[config.mk]
export PLATFORM = sky130hd
export DESIGN_NAME = sig_freeze_bank
export DESIGN_NICKNAME = d
export VERILOG_FILES = /design/src/rtl/sfb_pkg.sv /design/src/rtl/sfb_slip_timer.sv /design/src/rtl/sfb_freeze_ctrl.sv /design/src/rtl/sfb_reg_bank.sv /design/src/rtl/sig_freeze_bank.sv
export SDC_FILE = /design/constraint.sdc
export NUM_CORES = 1
export LEC_CHECK = 0
export ABC_CLOCK_PERIOD_IN_PS = 2700
export BUFFER_PORTS_ARGS = -buffer_cell sky130_fd_sc_hd__buf_2
export CORE_ASPECT_RATIO = 1.4
export CORE_UTILIZATION = 53
export CTS_CLUSTER_DIAMETER = 60
export CTS_CLUSTER_SIZE = 40
export DETAILED_ROUTE_END_ITERATION = 7
export HOLD_SLACK_MARGIN = 0.03
export PLACE_DENSITY_LB_ADDON = 0.12
export RECOVER_POWER = 50
export SLEW_MARGIN = 0
export SYNTH_ARGS = -nofsm -noshare
export SYNTH_HDL_FRONTEND = slang
export SYNTH_SLANG_ARGS = --single-unit
export TNS_END_PERCENT = 5
[constraint.sdc]
create_clock -name clk_i -period 2.7 [get_ports clk_i]
set_input_delay 0.27 -clock clk_i [delete_from_list [all_inputs] [get_ports clk_i]]
set_output_delay 0.27 -clock clk_i [all_outputs]
set_load 0.02 [all_outputs]
[src/rtl/sfb_pkg.sv]
package sfb_pkg;
  localparam int unsigned SFB_NUM_REGS    = 12;
  localparam int unsigned SFB_DATA_W      = 8;
  localparam int unsigned SFB_SLIP_FRAMES = 24;

  typedef struct packed {
    logic los;
    logic lomf;
    logic slip;
  } frz_trig_t;
endpackage

[src/rtl/sfb_slip_timer.sv]
module sfb_slip_timer #(
  parameter int unsigned HOLD = 24,
  localparam int unsigned CW = $clog2(HOLD + 1)
) (
  input  logic clk_i,
  input  logic rst_ni,
  input  logic slip_i,
  input  logic frame_tick_i,
  output logic hold_o
);
  logic [CW-1:0] cnt_q;

  // reload wins over a coincident tick
  always_ff @(posedge clk_i or negedge rst_ni) begin
    if (!rst_ni)                          cnt_q <= '0;
    else if (slip_i)                      cnt_q <= CW'(HOLD);
    else if (frame_tick_i && cnt_q != '0) cnt_q <= cnt_q - 1'b1;
  end

  assign hold_o = slip_i | (cnt_q != '0);


  slip_reload_chk: assert property (@(posedge clk_i) disable iff (!rst_ni)
    slip_i |=> cnt_q == CW'(HOLD));

  no_overflow_chk: assert property (@(posedge clk_i) disable iff (!rst_ni)
    cnt_q <= CW'(HOLD));

  tick_step_chk: assert property (@(posedge clk_i) disable iff (!rst_ni)
    (frame_tick_i && !slip_i && cnt_q != '0) |=> cnt_q == $past(cnt_q) - 1'b1);
endmodule

[src/rtl/sfb_freeze_ctrl.sv]
module sfb_freeze_ctrl
  import sfb_pkg::*;
(
  input  frz_trig_t trig_i,
  input  logic      dis_i,
  output logic      frz_o
);
  always_comb begin
    frz_o = 1'b0;
    if (!dis_i) frz_o = trig_i.los | trig_i.lomf | trig_i.slip;
  end
endmodule

[src/rtl/sfb_reg_bank.sv]
module sfb_reg_bank #(
  parameter int unsigned NUM_REGS = 12,
  parameter int unsigned DATA_W   = 8,
  localparam int unsigned AW = $clog2(NUM_REGS)
) (
  input  logic              clk_i,
  input  logic              rst_ni,
  input  logic              we_i,
  input  logic              hold_i,
  input  logic [AW-1:0]     addr_i,
  input  logic [DATA_W-1:0] data_i,
  input  logic [AW-1:0]     rd_addr_i,
  output logic [DATA_W-1:0] rd_data_o
);
  logic [DATA_W-1:0] reg_q [NUM_REGS];

  for (genvar k = 0; k < NUM_REGS; k++) begin : g_reg
    logic wr_en;
    assign wr_en = we_i & ~hold_i & (addr_i == AW'(k));

    always_ff @(posedge clk_i or negedge rst_ni) begin
      if (!rst_ni)    reg_q[k] <= '0;
      else if (wr_en) reg_q[k] <= data_i;
    end


    hold_stable_chk: assert property (@(posedge clk_i) disable iff (!rst_ni)
      hold_i |=> $stable(reg_q[k]));

    write_land_chk: assert property (@(posedge clk_i) disable iff (!rst_ni)
      (we_i && !hold_i && addr_i == AW'(k)) |=> reg_q[k] == $past(data_i));
  end

  // out-of-range index reads zero
  always_comb begin
    rd_data_o = '0;
    for (int i = 0; i < NUM_REGS; i++)
      if (rd_addr_i == AW'(i)) rd_data_o = reg_q[i];
  end


  oor_read_chk: assert property (@(posedge clk_i) disable iff (!rst_ni)
    (rd_addr_i >= AW'(NUM_REGS)) |-> rd_data_o == '0);
endmodule

[src/rtl/sig_freeze_bank.sv]
module sig_freeze_bank
  import sfb_pkg::*;
#(
  parameter int unsigned NUM_REGS    = SFB_NUM_REGS,
  parameter int unsigned DATA_W      = SFB_DATA_W,
  parameter int unsigned SLIP_FRAMES = SFB_SLIP_FRAMES,
  localparam int unsigned AW = $clog2(NUM_REGS)
) (
  input  logic              clk_i,
  input  logic              rst_ni,
  input  logic              sig_we_i,
  input  logic [AW-1:0]     sig_addr_i,
  input  logic [DATA_W-1:0] sig_data_i,
  input  logic              frame_tick_i,
  input  logic              los_i,
  input  logic              lomf_i,
  input  logic              slip_i,
  input  logic              frz_dis_i,
  input  logic [AW-1:0]     rd_addr_i,
  output logic [DATA_W-1:0] rd_data_o,
  output logic              frozen_o
);
  logic      slip_hold;
  frz_trig_t trig;

  sfb_slip_timer #(.HOLD(SLIP_FRAMES)) u_slip (
    .clk_i        (clk_i),
    .rst_ni       (rst_ni),
    .slip_i       (slip_i),
    .frame_tick_i (frame_tick_i),
    .hold_o       (slip_hold)
  );

  assign trig = '{los: los_i, lomf: lomf_i, slip: slip_hold};

  sfb_freeze_ctrl u_ctrl (
    .trig_i (trig),
    .dis_i  (frz_dis_i),
    .frz_o  (frozen_o)
  );

  sfb_reg_bank #(.NUM_REGS(NUM_REGS), .DATA_W(DATA_W)) u_bank (
    .clk_i     (clk_i),
    .rst_ni    (rst_ni),
    .we_i      (sig_we_i),
    .hold_i    (frozen_o),
    .addr_i    (sig_addr_i),
    .data_i    (sig_data_i),
    .rd_addr_i (rd_addr_i),
    .rd_data_o (rd_data_o)
  );


  los_frz_chk: assert property (@(posedge clk_i) disable iff (!rst_ni)
    (los_i && !frz_dis_i) |-> frozen_o);

  lomf_frz_chk: assert property (@(posedge clk_i) disable iff (!rst_ni)
    (lomf_i && !frz_dis_i) |-> frozen_o);

  slip_frz_chk: assert property (@(posedge clk_i) disable iff (!rst_ni)
    slip_i |=> (frozen_o || frz_dis_i));

  dis_frz_chk: assert property (@(posedge clk_i) disable iff (!rst_ni)
    frz_dis_i |-> !frozen_o);
endmodule

==> run_results.csv, run 1 <==
group,metric,value,unit
yosys,synth-async-reset-ratio,1.00,
flow_run,max_cap_viols,0,
yosys,most_frequently_used_cell_type_in_the_post_synthesis_netlist,"dfrtp_1",
clocking,postCtsSetupBuffers,0,
yosys,synth.top_cells.by_count,"dfrtp_1, mux2_2, mux2i_1, o21ai_0, a21oi_1",
setup_path,critical_path_class,"reg2reg",
routing,routed_wirelength,10700,µm
hold_path,hold-path-endpoint,"u_slip.cnt_q[0]",
sta,finalSetupViolations,0,
floorplanning,row_count,41,
sta,setup_total_negative_slack,0,ns
run_status,run_status,"finished with violations",
clocking,tritoncts.num_buffers,9,
yosys,synth-main-ff-cell,"dfrtp_1",
global_routing,first_global_vias,3352,
setup_path,reg2reg_from,"u_slip.cnt_q[0]",
layout,antennaDiodeCount,0,
sta,fmax_achieved,0.418,GHz
yosys,yosysUniqueCellTypes,39,
yosys,yosys.area.top_type,"dfrtp_1",
setup_path,worst_reg2reg_endpoint,"u_bank.reg_q[28]",
routing,antenna_left,0,
layout,filler_instances,755,
yosys,netlist_top_cells_area,"dfrtp_1, mux2_2, mux2i_1, mux4_2, o21ai_0",
yosys,synth_top_family_by_area,"multiplexers",
sta,min_period_over_period,0.887,
sta,timing.max_slew.rel_slack,0.327,
sta,period_minus_slack,2.39,ns
clocking,clock_tree.buffer_depth,2,
hold_path,hold_path.startpoint,"slip_i",
floorplanning,vertical_die_dimension,117,µm
hold_path,min_path_cells,2,
yosys,synth_warnings,0,
clocking,cts.reportedPaths.clkPinSlew,0.06,ns
routing,drt_pass1_iterations,7,
setup_path,critical_path.max_fanout,9,
setup_path,reg2reg_depth,7,
yosys,area_fraction_in_compound_gates_after_synthesis,0.0711,
layout,drive_above_1_share,0.421,
clocking,cts_root_buffer,"clkbuf_16",
sta,fin_skew,0.00579,ns
clocking,clock_tree.htree_level_count,3,
clocking,cts_tree,"done",
sta,slew_viol_final,0,
power_and_ir_drop,power.static_leakage,2.55,nW
floorplanning,die_x,84.3,µm
power_and_ir_drop,irDropWorstVdd,401,µV
setup_path,arrival,2.61,ns
floorplanning,initial_utilization,0.551,
global_routing,grt_pass1_wl,17200,µm
sta,rsz0062_at_grt,"no",
yosys,synth-simple-area-share,0.0821,
yosys,gate_count_of_the_mapped_netlist,391,
yosys,synth_xor_area_frac,0.00522,
setup_path,crit_path_capture_type,"flip-flop",
global_routing,grt_antenna_before_repair,0,
yosys,synth_fa_ha_area_frac,0.00498,
yosys,synth.ff_latch_count,101,
run_status,violations,"DRC",
placement,dp_hpwl,7180,µm
global_routing,grt_max_degree,41,
routing,dr_iter_0_viols,124,
layout,final_core_util,0.608,
floorplanning,die_area,9890,µm²
sta,hold_violations,0,
setup_path,critPathRequiredTime,2.92,ns
floorplanning,floorplan.io_pins,33,
layout,nets,442,
yosys,post_syn_area_per_cell,12.9,µm²
yosys,synth-edff-count,0,
hold_path,timing.hold.worst.class,"in2reg",
setup_path,cp-start-kind,"flip-flop",
clocking,worstSkewPairLatency,0.34,ns
routing,post-route-drc-count,2,
clocking,clock-sinks,101,
setup_path,worst-r2r-setup-slack,0.31,ns
routing,vias,3219,
yosys,synth_area,5030,µm²
placement,i_o_buffers,32,
sta,worst_pin_slew,1.01,ns
yosys,syn-num-nets,417,
routing,via_per_inst,6.11,
global_routing,grt_remaining_overflow,0,
global_routing,track_usage,0.234,
placement,globalplace.congestion,0.760,
yosys,synth-seq-area-share,0.502,
yosys,yosys-mux-area-fraction,0.305,
power_and_ir_drop,power_density,684,nW/µm²
routing,route.detailed.wl_per_inst,20.3,µm
layout,area.growth.synth_to_final,10.4,%
setup_path,crit_path_start,"u_slip.cnt_q[0]",
yosys,synth_largest_type_area_fraction,0.502,
floorplanning,design.core.area,9130,µm²
repair_timing:
item | 4_1_cts | 5_1_grt
gates resized for setup | 0 | 0
hold endpoints to repair | 38 | 0
hold buffers | 1 | 0
report_power, final:
part	switching [W]	internal, W
registers	0.000159	0.00180
logic	0.000299	0.000383
clock network	0.000509	0.000643
cell families after synthesis:
logic type / count (synthesis)
buf+inv: 32
flops: 101
mux: 131
compound gates: 61
fa+ha+maj: 2
xor+xnor: 3
simple gates: 61
worst max path at each step:
| stage | to | slack, ns |
|---|---|---|
| CTS | u_bank.reg_q[29] | 0.28 |
| finish | u_bank.reg_q[28] | 0.31 |
| global placement | u_bank.reg_q[30] | 0.40 |
| global route | u_bank.reg_q[29] | 0.12 |
| floorplan | u_bank.reg_q[24] | 0.66 |
| detailed placement | u_bank.reg_q[29] | 0.30 |
stage by stage:
step           cell area [µm²]  instances  setup WS (ns)  power [W]  hold WS, ns
2_1_floorplan             5030        391          0.656    0.00247      -0.0256
3_3_place_gp              5300        511          0.403    0.00264        0.282
3_5_place_dp              5300        511          0.300    0.00268        0.291
4_1_cts                   5570        527          0.280    0.00384        0.153
5_1_grt                   5550        527          0.120    0.00398        0.173
6_report                  5550        527          0.306    0.00380        0.162
placed cells by master, fill, tap and decap left out, types with 4 or more instances in the layout:
cell,instances
dfrtp_1,101
clkbuf_16,9
buf_2,31
nor2_1,6
buf_4,6
o21ai_0,25
a22oi_1,4
a21oi_1,18
mux2i_1,25
nand3_1,4
nand2b_1,5
and3_1,4
nor3_1,6
mux2_2,98
nand3_2,6
nand2_1,12
a31o_2,4
nor2b_1,6
mux4_2,8
state kept, by name, summed over array words and instances (netlist names):
name	flops
u_slip.cnt_q	5
u_bank.reg_q	96
cell type report:
cell class	count	area (µm²)	area share
clock buffer	13	250	0.0451
clock inverter	2	10.0	0.00180
inverter	3	11.3	0.00203
multi-input combinational	258	2350	0.424
sequential	101	2530	0.455
tap	107	134	0.0241
timing repair buffer	43	265	0.0478
worst max-delay path, stage by stage, from the launching register on:
cell	delay [ns]
dfrtp_1	0.40
inv_1	0.09
ha_1	0.15
nor4b_2	0.25
a21oi_2	0.10
nor2b_2	0.39
and3_1	0.51
mux2_2	0.39
routing by layer:
metal	up-vias	track usage	routed length, µm
li1	1480	-	-
met1	1665	0.275	4470
met2	62	0.439	5700
met3	12	0.0281	287
met4	0	0.0915	215
met5	-	0	0
(Power assumes the default switching activity.)
==> run 2: changes to the inputs <==
Settings changed: ABC_CLOCK_PERIOD_IN_PS 2700 to 2450.
Clock period 2.7 ns to 2.45 ns, I/O delays scaled along.
==> run_results.csv, run 2 (same netlist as run 1, synthesis figures left out) <==
group,metric,value,unit
global_routing,grt_max_degree,54,
setup_path,critical_path.max_fanout,12,
sta,fmax_achieved,0.444,GHz
clocking,post_cts_resize_count,0,
setup_path,critPathRequiredTime,2.68,ns
layout,nets,444,
hold_path,min_path_cells,2,
floorplanning,vertical_die_dimension,117,µm
sta,slew_viol_final,0,
flow_run,max_cap_viols,0,
setup_path,cp-start-kind,"flip-flop",
global_routing,first_global_vias,3196,
routing,drt_pass1_iterations,6,
floorplanning,die_area,9890,µm²
floorplanning,initial_utilization,0.551,
clocking,clock-sinks,101,
layout,final_common_cell,"dfrtp_1",
layout,registers.top_by_ff_count,"u_bank.reg_q",
run_status,run_status,"finished with violations",
power_and_ir_drop,p_int,0.00317,W
placement,post-place-cells,513,
hold_path,timing.hold.worst.class,"in2reg",
power_and_ir_drop,pwr-share-clk,0.316,
setup_path,critical_path_class,"reg2reg",
layout,filler_instances,779,
sta,period_minus_slack,2.25,ns
run_status,violations,"DRC",
sta,fin_skew,0.00956,ns
sta,hold_violations,0,
clocking,cts.reportedPaths.clkPinSlew,0.06,ns
placement,i_o_buffers,32,
floorplanning,die_x,84.3,µm
routing,antenna_left,0,
layout,largest_registers,"u_bank.reg_q x96, u_slip.cnt_q x5",
layout,largest_register_ffs,96,
routing,routed_wirelength,10700,µm
global_routing,grt_remaining_overflow,0,
clocking,tritoncts.num_buffers,9,
layout,layout.cells.non_filler,529,
global_routing,grt_antenna_before_repair,0,
floorplanning,row_count,41,
power_and_ir_drop,comb_power_share,0.177,
routing,dr_iter_0_viols,141,
sta,timing.max_slew.rel_slack,0.109,
routing,via_per_inst,5.99,
power_and_ir_drop,irDropWorstVdd,446,µV
power_and_ir_drop,power_density,766,nW/µm²
layout,drive_above_1_share,0.427,
power_and_ir_drop,p_sw_frac,0.255,
clocking,cts_tree,"done",
global_routing,track_usage,0.238,
clocking,clock_tree.buffer_depth,2,
placement,globalplace.congestion,0.735,
layout,antennaDiodeCount,0,
routing,post-route-drc-count,2,
layout,layout_common_cells,"dfrtp_1, mux2_2, buf_2",
setup_path,arrival,2.48,ns
sta,rsz0062_at_grt,"no",
routing,vias,3170,
placement,dp_hpwl,7090,µm
floorplanning,floorplan.io_pins,33,
floorplanning,design.core.area,9130,µm²
sta,finalSetupViolations,0,
power_and_ir_drop,p_sw,0.00109,W
sta,min_period_over_period,0.919,
sta,setup_total_negative_slack,0,ns
power_and_ir_drop,power.static_leakage,2.56,nW
power_and_ir_drop,power.sequential.fraction,0.507,
global_routing,grt_pass1_wl,17300,µm
layout,area.growth.synth_to_final,10.6,%
clocking,cts_root_buffer,"clkbuf_16",
clocking,clock_tree.htree_level_count,3,
setup_path,reg2reg_depth,8,
routing,route.detailed.wl_per_inst,20.3,µm
sta,finalHoldWorstSlack,0.137,ns
clocking,worstSkewPairLatency,0.35,ns
setup_path,crit_path_capture_type,"flip-flop",
sta,worst_pin_slew,1.34,ns
[run 2: path summary, 6_finish.rpt]
| path | start | endpoint | slack [ns] |
|---|---|---|---|
| hold / removal | slip_i | u_slip.cnt_q[2] | 0.14 |
| setup reg to reg | u_slip.cnt_q[0] | u_bank.reg_q[30] | 0.20 |
| setup / recovery | u_slip.cnt_q[0] | u_bank.reg_q[30] | 0.20 |
| hold reg to reg | u_bank.reg_q[48] | u_bank.reg_q[48] | 0.50 |
| max in group asynchronous | rst_ni | u_slip.cnt_q[4] | 0.47 |
| min in group asynchronous | rst_ni | u_bank.reg_q[95] | 0.74 |
[run 2: through the flow]
stage                     worst slack, ns  area (µm²)  power [W]   util
final                               0.200        5560    0.00426  0.609
after CTS                           0.181        5580    0.00431  0.611
after global placement              0.266        5290    0.00291  0.580
after floorplan                     0.406        5030    0.00272      -
after detailed placement            0.183        5290    0.00295  0.580
after global routing               0.0934        5560    0.00446  0.609
[run 2: critical path, stage by stage (launching register included)]
cell and delay, ns:
dfrtp_1 0.40, inv_1 0.09, ha_1 0.14, nor4b_2 0.25, a21oi_2 0.10, nor2b_2 0.11, buf_4 0.22, and3_1 0.43
mux2_2 0.39
[run 2: layer usage]
layer | share of wire | wire length (µm) | global-route usage
met5 | 0 | 0 | 0
met2 | 0.53 | 5720 | 0.427
met1 | 0.42 | 4550 | 0.291
met3 | 0.024 | 252 | 0.0302
met4 | 0.018 | 190 | 0.103
[run 2: what timing repair did]
| action | in CTS | in global routing |
|---|---|---|
| setup buffers | 0 | 0 |
| hold buffers | 1 | 0 |
| endpoints found under the hold margin | 51 | 0 |
[run 2: power groups by stage]
stage               sequential, W  clock, W  combinational [W]
floorplan                 0.00213         0           0.000590
global placement          0.00217         0           0.000740
detailed placement        0.00219         0           0.000765
CTS                       0.00216   0.00138           0.000770
global route              0.00220   0.00143           0.000833
finish                    0.00216   0.00135           0.000752
[run 2: final cells by class]
class / instances / area [µm²] / share of cell area
clock buffers: 14 / 274 / 0.0493
clock inverters: 1 / 5.00 / 0.000900
well taps: 107 / 134 / 0.0241
flip-flops and latches: 101 / 2530 / 0.454
repair buffers: 45 / 258 / 0.0463
inverters: 3 / 11.3 / 0.00202
multi-input cells: 258 / 2350 / 0.423
==> run 3: changes to the inputs <==
Settings changed: ABC_AREA set to 1, CORE_UTILIZATION 53 to 61.
==> run_results.csv, run 3 <==
group,metric,value,unit
yosys,netlist_top_cells_area,"dfrtp_1, nand2_1, o21ai_2, inv_1, nand3_1",
placement,globalplace.congestion,0.881,
setup_path,cp-start-kind,"flip-flop",
yosys,post_syn_area_per_cell,8.55,µm²
power_and_ir_drop,power.static_leakage,2.72,nW
yosys,synth_area,5200,µm²
power_and_ir_drop,irDropWorstVdd,516,µV
global_routing,top_usage_layer,"met2",
setup_path,crit_path_start,"u_slip.cnt_q[0]",
layout,layout_common_cells,"nand2_1, dfrtp_1, o21ai_2",
sta,hold_violations,0,
global_routing,gr-usage-met3,0.0321,
routing,post-route-drc-count,0,
yosys,synth-async-reset-ratio,1.00,
setup_path,critical_path_class,"reg2reg",
layout,area.growth.synth_to_final,7.63,%
hold_path,timing.hold.worst.class,"in2reg",
yosys,yosys.area.top_type,"dfrtp_1",
routing,drt_pass1_iterations,6,
placement,post-place-cells,719,
placement,dp_hpwl,8600,µm
setup_path,most_repeated_library_cell_on_the_critical_path,"inv_1",
floorplanning,die_x,80.0,µm
layout,final_common_cell,"nand2_1",
sta,slew_viol_final,0,
floorplanning,row_count,39,
layout,registers.top_by_ff_count,"u_bank.reg_q",
routing,vias,4159,
yosys,syn-num-nets,634,
routing,routed_wirelength,12200,µm
clocking,postCtsSetupBuffers,0,
clocking,post_cts_resize_count,0,
clocking,cts_tree,"done",
yosys,synth.top_cells.by_count,"nand2_1, dfrtp_1, o21ai_2",
clocking,clock-sinks,101,
run_status,run_status,"finished clean",
sta,fmax_achieved,0.440,GHz
yosys,synth_warnings,0,
layout,final_area,5600,µm²
routing,via_per_inst,5.66,
yosys,most_frequently_used_cell_type_in_the_post_synthesis_netlist,"nand2_1",
sta,fin_skew,0.00356,ns
clocking,worstSkewPairLatency,0.35,ns
clocking,clock_tree.htree_level_count,3,
layout,largest_registers,"u_bank.reg_q x96, u_slip.cnt_q x5",
placement,dpl_cell_area,5300,µm²
yosys,synth_largest_type_area_fraction,0.486,
sta,final.setup.worst_slack,0.179,ns
power_and_ir_drop,fin_total_pwr,0.00428,W
routing,antenna_left,0,
global_routing,grt_max_degree,45,
clocking,clock_tree.buffer_depth,2,
layout,drive_above_1_share,0.199,
sta,worst_pin_slew,1.16,ns
clocking,cts_root_buffer,"clkbuf_16",
yosys,synth-edff-count,0,
floorplanning,vertical_die_dimension,111,µm
setup_path,critPathRequiredTime,2.69,ns
global_routing,grt_remaining_overflow,0,
global_routing,track_usage,0.306,
yosys,gate_count_of_the_mapped_netlist,608,
sta,setup_total_negative_slack,0,ns
floorplanning,initial_utilization,0.634,
floorplanning,die_area,8900,µm²
clocking,cts.reportedPaths.clkPinSlew,0.06,ns
setup_path,critical-path-max-stage-delay,0.54,ns
global_routing,grt_antenna_before_repair,0,
yosys,synth-seq-area-share,0.486,
setup_path,timing.critical_path.max_delay_family,"compound AO/OA/AOI/OAI gates",
hold_path,hold_path.startpoint,"slip_i",
setup_path,crit_path_capture_type,"flip-flop",
layout,layout.cells.non_filler,735,
placement,post-place-ws,0.329,ns
floorplanning,floorplan.io_pins,33,
global_routing,grt.met2_usage,0.521,
yosys,synth-main-ff-cell,"dfrtp_1",
clocking,tritoncts.num_buffers,9,
sta,timing.max_slew.rel_slack,0.229,
yosys,synth.ff_latch_count,101,
layout,largest_register_ffs,96,
global_routing,globalRouteMet1Util,0.382,
sta,rsz0062_at_grt,"no",
sta,min_period_over_period,0.927,
routing,dr_iter_0_viols,389,
setup_path,worstPathCellList,"inv_1, ha_1, nand3_2, inv_1, a31o_4, nand3_1, o21ai_0",
placement,i_o_buffers,32,
setup_path,critical_path.max_fanout,16,
setup_path,arrival,2.52,ns
sta,period_minus_slack,2.27,ns
power_and_ir_drop,power_density,765,nW/µm²
layout,nets,655,
setup_path,crit_slowest_cell,"nand3_1",
sta,finalSetupViolations,0,
yosys,yosysUniqueCellTypes,31,
global_routing,first_global_vias,4068,
setup_path,critical_path_buf_inv_count,2,
floorplanning,design.core.area,8200,µm²
layout,antennaDiodeCount,0,
routing,route.detailed.wl_per_inst,16.6,µm
setup_path,reg2reg_from,"u_slip.cnt_q[0]",
clocking,ctsHoldBuffers,1,
global_routing,grt_pass1_wl,20200,µm
flow_run,max_cap_viols,0,
run 3: cell types whose count changed after synthesis, sizes merged, moves of 36 or more:
cell,previous run,this run
inv,3,50
mux2,98,0
nand2,12,199
nand3,10,46
nor2,6,42
o21ai,25,99
run 3: layer usage:
| metal | vias to the layer above | part of all wire |
|---|---|---|
| met5 | - | 0 |
| met4 | 0 | 0.035 |
| met3 | 35 | 0.037 |
| met2 | 134 | 0.53 |
| met1 | 1978 | 0.40 |
| li1 | 2012 | - |
run 3: metrics by stage:
stage	hold WS, ns	util
after floorplan	-0.0506	-
after global placement	0.285	0.647
after detailed placement	0.289	0.647
after CTS	0.103	0.685
after global routing	0.133	0.683
final	0.101	0.683
run 3: logic make-up (layout without fill, tap and decap cells):
family                     Yosys count  after routing  synth area share
DFF                                101            101             0.486
AOI/OAI and AO/OA                  106            106             0.142
and+or+nand+nor                    321            321             0.286
buffers and inverters               78            103            0.0816
adders and majority gates            2              2           0.00481
run 3: worst reg2reg max path: stages (launching register included):
cell     delay, ns
dfrtp_1       0.36
inv_1         0.13
ha_1          0.21
nand3_2       0.12
inv_1         0.09
a31o_4        0.34
nand3_1       0.54
o21ai_0       0.39
run 3: path summary, 6_finish.rpt:
kind,endpoint,slack (ns),cells past startpoint
setup / recovery,u_bank.reg_q[36],0.18,7
min in group asynchronous,u_bank.reg_q[76],0.66,2
hold / removal,u_slip.cnt_q[3],0.10,3
hold reg to reg,u_bank.reg_q[13],0.48,2
max in group asynchronous,u_bank.reg_q[3],0.56,3
setup reg to reg,u_bank.reg_q[36],0.18,7
run 3: final cells by class:
class | count | area, µm²
Clock inverter | 4 | 47.5
Clock buffer | 11 | 253
Tap cell | 102 | 128
Inverter | 50 | 188
Sequential cell | 101 | 2530
Timing Repair Buffer | 38 | 205
Multi-Input combinational cell | 429 | 2250
Fill cell | 678 | 2600
run 3: where the power goes:
part | leakage (nW) | switching (W) | internal [W]
Sequential | 1.30 | 0.000184 | 0.00197
Clock | 0.147 | 0.000608 | 0.000838
Combinational | 1.27 | 0.000426 | 0.000257
Total | 2.72 | 0.00122 | 0.00307
